**config.mk**
```make
export PLATFORM = sky130hd
export DESIGN_NAME = warp_coalescer
export DESIGN_NICKNAME = d
export VERILOG_FILES = /design/src/rtl/coal_pkg.sv /design/src/rtl/coal_leader_pick.sv /design/src/rtl/coal_seg_match.sv /design/src/rtl/warp_coalescer.sv
export SDC_FILE = /design/constraint.sdc
export NUM_CORES = 2
export LEC_CHECK = 0
export ABC_AREA = 1
export CAP_MARGIN = 10
export CORE_AREA = 2 2 437 439
export DETAILED_ROUTE_END_ITERATION = 8
export DIE_AREA = 0 0 439 441
export HOLD_SLACK_MARGIN = 0.02
export SYNTH_ARGS = -nofsm -noshare
export SYNTH_HDL_FRONTEND = slang
export SYNTH_HIERARCHICAL = 1
export SYNTH_SLANG_ARGS = --single-unit
export TNS_END_PERCENT = 50
```
**constraint.sdc**
```tcl
create_clock -name clk_i -period 8.1 [get_ports clk_i]
set_clock_uncertainty 0.1 [all_clocks]
set_input_delay 1.62 -clock clk_i [delete_from_list [all_inputs] [get_ports clk_i]]
set_output_delay 1.62 -clock clk_i [all_outputs]
set_load 0.02 [all_outputs]
```
**src/rtl/coal_pkg.sv**
```systemverilog
package coal_pkg;
  typedef enum logic {
    ST_IDLE = 1'b0,
    ST_BUSY = 1'b1
  } coal_state_e;
endpackage

```
**src/rtl/coal_leader_pick.sv**
```systemverilog
// Lowest set bit of the pending mask selects the lane that leads the next segment.
module coal_leader_pick #(
  parameter int N     = 32,
  parameter int IDX_W = 5
) (
  input  logic [N-1:0]     pend_i,
  output logic [IDX_W-1:0] idx_o
);
  always_comb begin
    idx_o = '0;
    for (int i = N - 1; i >= 0; i--) begin
      if (pend_i[i]) idx_o = IDX_W'(i);
    end
  end
endmodule

```
**src/rtl/coal_seg_match.sv**
```systemverilog
module coal_seg_match #(
  parameter int N     = 32,
  parameter int SEG_W = 25
) (
  input  logic [N*SEG_W-1:0] seg_i,
  input  logic [N-1:0]       pend_i,
  input  logic [SEG_W-1:0]   leader_seg_i,
  output logic [N-1:0]       match_o
);
  for (genvar g = 0; g < N; g++) begin : g_cmp
    assign match_o[g] = pend_i[g] && (seg_i[g*SEG_W +: SEG_W] == leader_seg_i);
  end
endmodule

```
**src/rtl/warp_coalescer.sv**
```systemverilog
module warp_coalescer
  import coal_pkg::*;
#(
  parameter int LANES     = 32,
  parameter int ADDR_W    = 32,
  parameter int SEG_BYTES = 128,
  localparam int OFS_W    = $clog2(SEG_BYTES),
  localparam int SEG_W    = ADDR_W - OFS_W,
  localparam int IDX_W    = $clog2(LANES),
  localparam int CNT_W    = $clog2(LANES + 1)
) (
  input  logic                    clk_i,
  input  logic                    rst_ni,
  input  logic                    req_valid_i,
  output logic                    req_ready_o,
  input  logic [LANES-1:0]        req_mask_i,
  input  logic [LANES*ADDR_W-1:0] req_addr_i,
  output logic                    txn_valid_o,
  input  logic                    txn_ready_i,
  output logic [ADDR_W-1:0]       txn_base_o,
  output logic [LANES-1:0]        txn_lanes_o,
  output logic                    done_o,
  output logic [CNT_W-1:0]        count_o
);
  coal_state_e             state_q;
  logic [LANES*ADDR_W-1:0] addr_q;
  logic [LANES-1:0]        pend_q;
  logic [CNT_W-1:0]        count_q;
  logic                    done_q;

  logic [LANES*SEG_W-1:0]  seg_vec;
  logic [IDX_W-1:0]        leader_idx;
  logic [ADDR_W-1:0]       leader_addr;
  logic [LANES-1:0]        match;
  logic [LANES-1:0]        pend_left;
  logic                    accept;
  logic                    fire;

  for (genvar g = 0; g < LANES; g++) begin : g_seg
    assign seg_vec[g*SEG_W +: SEG_W] = addr_q[g*ADDR_W + OFS_W +: SEG_W];
  end

  coal_leader_pick #(
    .N     (LANES),
    .IDX_W (IDX_W)
  ) u_pick (
    .pend_i (pend_q),
    .idx_o  (leader_idx)
  );

  assign leader_addr = addr_q[leader_idx*ADDR_W +: ADDR_W];

  coal_seg_match #(
    .N     (LANES),
    .SEG_W (SEG_W)
  ) u_match (
    .seg_i        (seg_vec),
    .pend_i       (pend_q),
    .leader_seg_i (leader_addr[ADDR_W-1:OFS_W]),
    .match_o      (match)
  );

  assign pend_left   = pend_q & ~match;
  assign req_ready_o = (state_q == ST_IDLE);
  assign txn_valid_o = (state_q == ST_BUSY);
  assign txn_base_o  = leader_addr & ~ADDR_W'(SEG_BYTES - 1);
  assign txn_lanes_o = match;
  assign done_o      = done_q;
  assign count_o     = count_q;
  assign accept      = req_valid_i && req_ready_o;
  assign fire        = txn_valid_o && txn_ready_i;

  always_ff @(posedge clk_i or negedge rst_ni) begin
    if (!rst_ni) begin
      state_q <= ST_IDLE;
      addr_q  <= '0;
      pend_q  <= '0;
      count_q <= '0;
      done_q  <= 1'b0;
    end else begin
      done_q <= 1'b0;
      if (accept) begin
        addr_q  <= req_addr_i;
        pend_q  <= req_mask_i;
        count_q <= '0;
        if (req_mask_i == '0) done_q <= 1'b1;
        else                  state_q <= ST_BUSY;
      end else if (fire) begin
        pend_q  <= pend_left;
        count_q <= count_q + CNT_W'(1);
        if (pend_left == '0) begin
          state_q <= ST_IDLE;
          done_q  <= 1'b1;
        end
      end
    end
  end
endmodule

```
After elaboration in Yosys (flattened, before gate mapping). Index checks and enable logic that the tools add are counted.

Memories kept: 0. Bits in registers: 1064. Input port bits: 1060. Output and inout port bits: 73. Logic and storage cells: 126. Bits in writable memories: 0. ROM bits: 0. Latch bits: 0.

Div/mod/pow operators: 0. Shift operators: 1. Reduce and logical (&&, ||, !) cells: 39. Bitwise gates (word level): 3. Multipliers: 0. Eq/ne operators: 33. Muxes and demuxes: 44. $add $sub $neg: 1. Order comparisons: 0.

Operators by type and width (count): 1024-bit by 11-bit indexed part select with 32-bit output (1); 25-bit == test (32); 5-bit two-way mux (32); 32-bit logical NOT (2); 32-bit two-way mux (2); 1-bit logical AND (34); 32-bit bitwise AND (1); 32-bit NOT (1); 6-bit two-way mux (2); 1-bit two-way mux (8); 6-bit by 1-bit adder with 6-bit output (second input constant) (1); 2-bit nonzero test (2); 3-bit AND reduction (1); 2-bit != test (second input constant) (1); 1-bit NOT (1).

Longest topological paths before layout.
Word-level depth: 41. Mapped depth: 62. Gate-level depth less buffers: 57.

Cells and area by module. Netlist, hierarchy kept.

By module, submodules not included: warp_coalescer (cells each 5577, instances 1, area each 40814.1 um^2, sequential area each 21020.2 um^2); coal_seg_match (cells each 3640, instances 1, area each 14729.1 um^2, sequential area each 0.0 um^2); coal_leader_pick (cells each 102, instances 1, area each 432.9 um^2, sequential area each 0.0 um^2).

Worst setup path before layout. OpenSTA, ideal clock, no wires.

Kind: flip-flop to output port. From: register pend_q[30]. To: output txn_lanes_o[11]. Buffers on the path: 6. Path slack: 2.474 ns. Cell stages (with the launch flop): 52. Data required time: 6.380 ns. Arrival time: 3.906 ns. Cell sequence: dfrtp_1 > inv_1 > nand2_1 > nand2_1 > nand2_1 > nand2_1 > nand2_1 > nand2_1 > nand2_1 > nand2_1 > nand2_1 > nand2_1 > nand2_1 > nand2_1 > nand2_1 > nand2_1 > nand2_1 > nand2_1 > (+16 left out) > buf_2 > nand2_1 > nand3_1 > nand3_1 > nand2_1 > nand2_1 > nand2_1 > nand2_1 > nand2_1 > buf_2 > inv_2 > buf_6 > buf_6 > nand2_1 > o211ai_1 > nor2_1 > nand2_1 > nor2_1.

Cells in the longest elaborated chain, start to end: 34.

Ends and longest elaborated chain: from (decl) (RTL line warp_coalescer.sv:27) `logic [LANES-1:0] pend_q;`; from (signal assigned) (RTL line warp_coalescer.sv:84) `pend_q <= req_mask_i;`; from (signal assigned) (RTL line warp_coalescer.sv:89) `pend_q <= pend_left;`; 5-bit two-way mux (31 in a row) (RTL line coal_leader_pick.sv:12) `if (pend_i[i]) idx_o = IDX_W'(i);`; named net leader_idx[0] (RTL line warp_coalescer.sv:32) `logic [IDX_W-1:0] leader_idx;`; 1024-bit by 11-bit indexed part select with 32-bit output (RTL line warp_coalescer.sv:51) `assign leader_addr = addr_q[leader_idx*ADDR_W +: ADDR_W];`; named net txn_base_o[10] (RTL line warp_coalescer.sv:20) `output logic [ADDR_W-1:0] txn_base_o,`; 25-bit == test (RTL line coal_seg_match.sv:11) `assign match_o[g] = pend_i[g] && (seg_i[g*SEG_W +: SEG_W] == leader_seg_i);`; 1-bit logical AND (RTL line coal_seg_match.sv:11); to (decl) (RTL line warp_coalescer.sv:21) `output logic [LANES-1:0] txn_lanes_o,`.

The timed path passes the listed nets, and every way through them passes these cells.

Worst setup path in the final report.
From: register pend_q[18]. To: output txn_lanes_o[16].

Cells in the longest elaborated chain, start to end: 22.

Ends and longest elaborated chain (RTL line): 5-bit two-way mux (19 in a row) (coal_leader_pick.sv:12); named net leader_idx[1] (warp_coalescer.sv:32); 1024-bit by 11-bit indexed part select with 32-bit output (warp_coalescer.sv:51); 25-bit == test (coal_seg_match.sv:11); 1-bit logical AND (coal_seg_match.sv:11).

The timed path passes the listed nets, and every way through them passes these cells.

==> summary.md <==
| Metric | Value |
|---|---|
| Outcome | `complete, no violations` |
| Mean post-synth cell area | `about 6 µm²` |
| Worst path required time | `between 6 and 7 ns` |
| Worst path arrival time | `between 6 and 7 ns` |
| Reg area | `approximately 21000 µm²` |
| Port bufs | `901` |
| Post-route minimum period | `just over 8 ns` |
| Initial DRC count | `approximately 9000` |
| Place WS | `0.607 ns` |
| Final Slew Violations | `0` |
| Yosys top cell area share | `between 30% and 40%` |
| Post-synthesis cell count | `slightly above 9000` |
| First-pass GRT wire length | `between 400 and 500 mm` |
| Core Area | `about 190000 µm²` |
| Clk sink count | `840` |
| P&R area growth vs syn | `30.5%` |
| Rows | `160` |
| Worst min path class | `flop to flop` |
| Die H | `about 440 µm` |
| Total iterations of the first detailed-routing run | `9` |
| Most frequent cell on the critical path | `nand2_1` |
| Clock root cell | `clkbuf_16` |
| WHS Path Cells | `1` |
| HPWL after DPL | `~280 mm` |
| R2r setup slk | `1.38 ns` |
| Mapped Area | `between 50000 and 60000 µm²` |
| Final hold slack | `between 0.3 and 0.4 ns` |
| Total track usage | `a little over a third` |
| Antenna violations before repair | `26` |
| Crit-path max FO | `25` |
| CTS Buffer Depth | `3` |
| F_max | `around 120 MHz` |
| Yosys cell types | `37` |
| Initial Utilization | `between 20 and 30%` |
| Final #Nets | `between 10000 and 15000` |
| Num CTS Buffers | `a little under 100` |
| Most used routing layer | `met2` |
| Total number of vias | `approximately 65000` |
| RSZ-0062 raised after global routing | `yes` |
| Final WL | `~360 mm` |
| Yosys reg bits | `between 800 and 900` |
| Rel. slew slack | `25.3%` |
| Final hold violation count | `0` |
| Critical path capture point type | `output pin` |
| Crit Path Class | `flop to output pin` |
| Seq/Total Area, Yosys | `37.6%` |
| Total of max-cap violations | `0` |
| Boundary Pins | `roughly 1100` |
| Worst stage delay on the critical path | `0.61 ns` |
| Grt met1 use | `around half` |
| GRT Residual Overflow | `0` |
| Area leader, netlist | `dfrtp_1` |
| Clock Latency Late Sink | `0.77 ns` |
| Top cells by area in the synthesized netlist | `dfrtp_1 38%, nand2_1 37%, nand3_1 5.8%` |
| Setup ws final | `between 0.006 and 0.007 ns` |
| FF-to-FF path depth | `slightly above 60` |
| H-tree depth | `3` |
| Number of fill cells in the layout | `20700` |
| Vias in the first global route | `60200` |
| WL/cell | `approximately 29 µm` |
| Clock slew at reported path FFs | `around 0.060 ns` |
| M2 GR Usage | `a little over half` |
| Post-DR vias/cell | `about 5.1` |
| Startpoint types | `flop` |
| Crit-path slowest cell | `dfrtp_1` |
| CTS tree | `built` |
| GPL Wtd Cong | `a little over 1` |
| Tcrit/Tclk final | `~100%` |
| Area of the multi-input gates | `between 20000 and 30000 µm²` |
| Ys flop type | `dfrtp_1` |
| Residual DRC | `0` |
| Post-synth EDFFs | `0` |
| Largest net degree at the start of global routing | `220` |
| Tightest Pin Transition | `~1.1 ns` |
| Met3 GRT Util | `~7.7%` |
| Share of layout cells above drive strength 1 | `roughly 6.9%` |
| Synth warn | `6` |
| Routed Antenna Nets | `0` |
| Placed instance count | `~13000` |
| Post-CTS Hold Fix Bufs | `0` |
| Die W | `439 µm` |
| Async SR Flop Fraction | `between 90% and 100%` |
| Final setup fails | `0` |
| Die area | `about 190000 µm²` |
| Final cell count without fillers | `12800` |
[logic make-up (layout without fill, tap and decap cells)]
| family | count (synthesis) | in the layout | synth area share [%] |
|---|---|---|---|
| AOI/OAI and AO/OA | 278 | 278 | 2.68 |
| xor gates and xnor gates | 91 | 91 | 1.42 |
| adders and majority gates | 1 | 1 | 0.0223 |
| buffers and inverters | 1323 | 2235 | 11.1 |
| DFF | 840 | 840 | 37.6 |
| other | 1 | 18 | 0.00670 |
| and+or+nand+nor | 6785 | 6785 | 47.2 |
[path summary, 6_finish.rpt]
| path | startpoint | endpoint |
|---|---|---|
| worst max-delay path | pend_q[18] | txn_lanes_o[16] |
| worst min-delay path | count_o[5] | count_o[5] |
| worst max register to register | pend_q[30] | txn_valid_o |
| worst min register to register | count_o[5] | count_o[5] |
| max in group asynchronous | rst_ni | addr_q[871] |
| min in group asynchronous | rst_ni | addr_q[89] |
[area by class of cell]
| class | instances | share of cell area (%) |
|---|---|---|
| diodes | 11 | 0.0377 |
| clock buffers | 135 | 3.87 |
| clock inverters | 38 | 0.677 |
| inverters | 807 | 4.26 |
| multi-input cells | 7162 | 40.1 |
| flip-flops and latches | 840 | 28.8 |
| well taps | 2511 | 4.30 |
| repair buffers | 1255 | 18.0 |
[what timing repair did]
action / in CTS / in global routing
endpoints found under the hold margin: 0 / 0
gates resized for setup: 19 / 196
setup buffers: 1 / 15
endpoints found under the setup margin: 24 / 33
pin swaps: 0 / 7
gates cloned: 0 / 9
[cell usage after synthesis, types with 2 or more instances]
cell type,n
buf_4,133
nand2_1,5588
inv_1,780
clkbuf_2,4
o21ai_0,129
nand4_1,32
inv_2,21
dfrtp_1,840
nand3_1,649
or2_2,8
o21ai_1,51
a31oi_1,2
buf_8,3
nor4_1,6
o211ai_1,33
clkbuf_1,55
nand2_2,2
nor3_1,3
o311ai_0,2
a21oi_1,55
buf_6,52
xnor2_1,91
buf_2,267
nor2_1,496
clkinv_1,4
buf_1,2
[worst max-delay path, delay by kind of cell (launching register included)]
kind,cells,cell delay (ns)
AO/OA/AOI/OAI,2,0.66
flip-flops,1,0.61
AND/OR/NAND/NOR,18,2.51
buffers and inverters,8,1.74
[cells in the final DEF, fill, tap and decap left out, types with 32 or more instances in the layout]
| master | count |
|---|---|
| nand3_2 | 57 |
| xnor2_1 | 91 |
| inv_1 | 774 |
| nor2_1 | 484 |
| buf_12 | 77 |
| nand3_1 | 591 |
| nand2_1 | 5557 |
| o21ai_1 | 50 |
| clkdlybuf4s50_1 | 867 |
| nand4_1 | 32 |
| buf_4 | 246 |
| clkbuf_16 | 106 |
| dfrtp_1 | 840 |
| o211ai_1 | 33 |
| a21oi_1 | 44 |
| o21ai_0 | 128 |
[sequential cells by signal, indices dropped and copies added, names as in the netlist]
| name | cells |
|---|---|
| count_o | 6 |
| done_o | 1 |
| txn_valid_o | 1 |
| pend_q | 32 |
| addr_q | 800 |
[per-layer routing]
metal,vias up,part of all wire (%)
met5,-,0.0066
met4,4,6.8
met3,744,9.9
met2,3861,43
met1,31200,41
li1,29600,-
[through the flow]
stage	TNS, ns	cell area [µm²]	util (%)
after floorplan	0	56000	-
after global routing	-1.50	73000	38.6
after global placement	0	68500	36.2
final	0	73100	38.6
after CTS	-0.142	71900	38.0
after detailed placement	0	68500	36.2
Power is not shown: default switching activity piles up to over one toggle a cycle in this logic, so the estimate is an artifact.
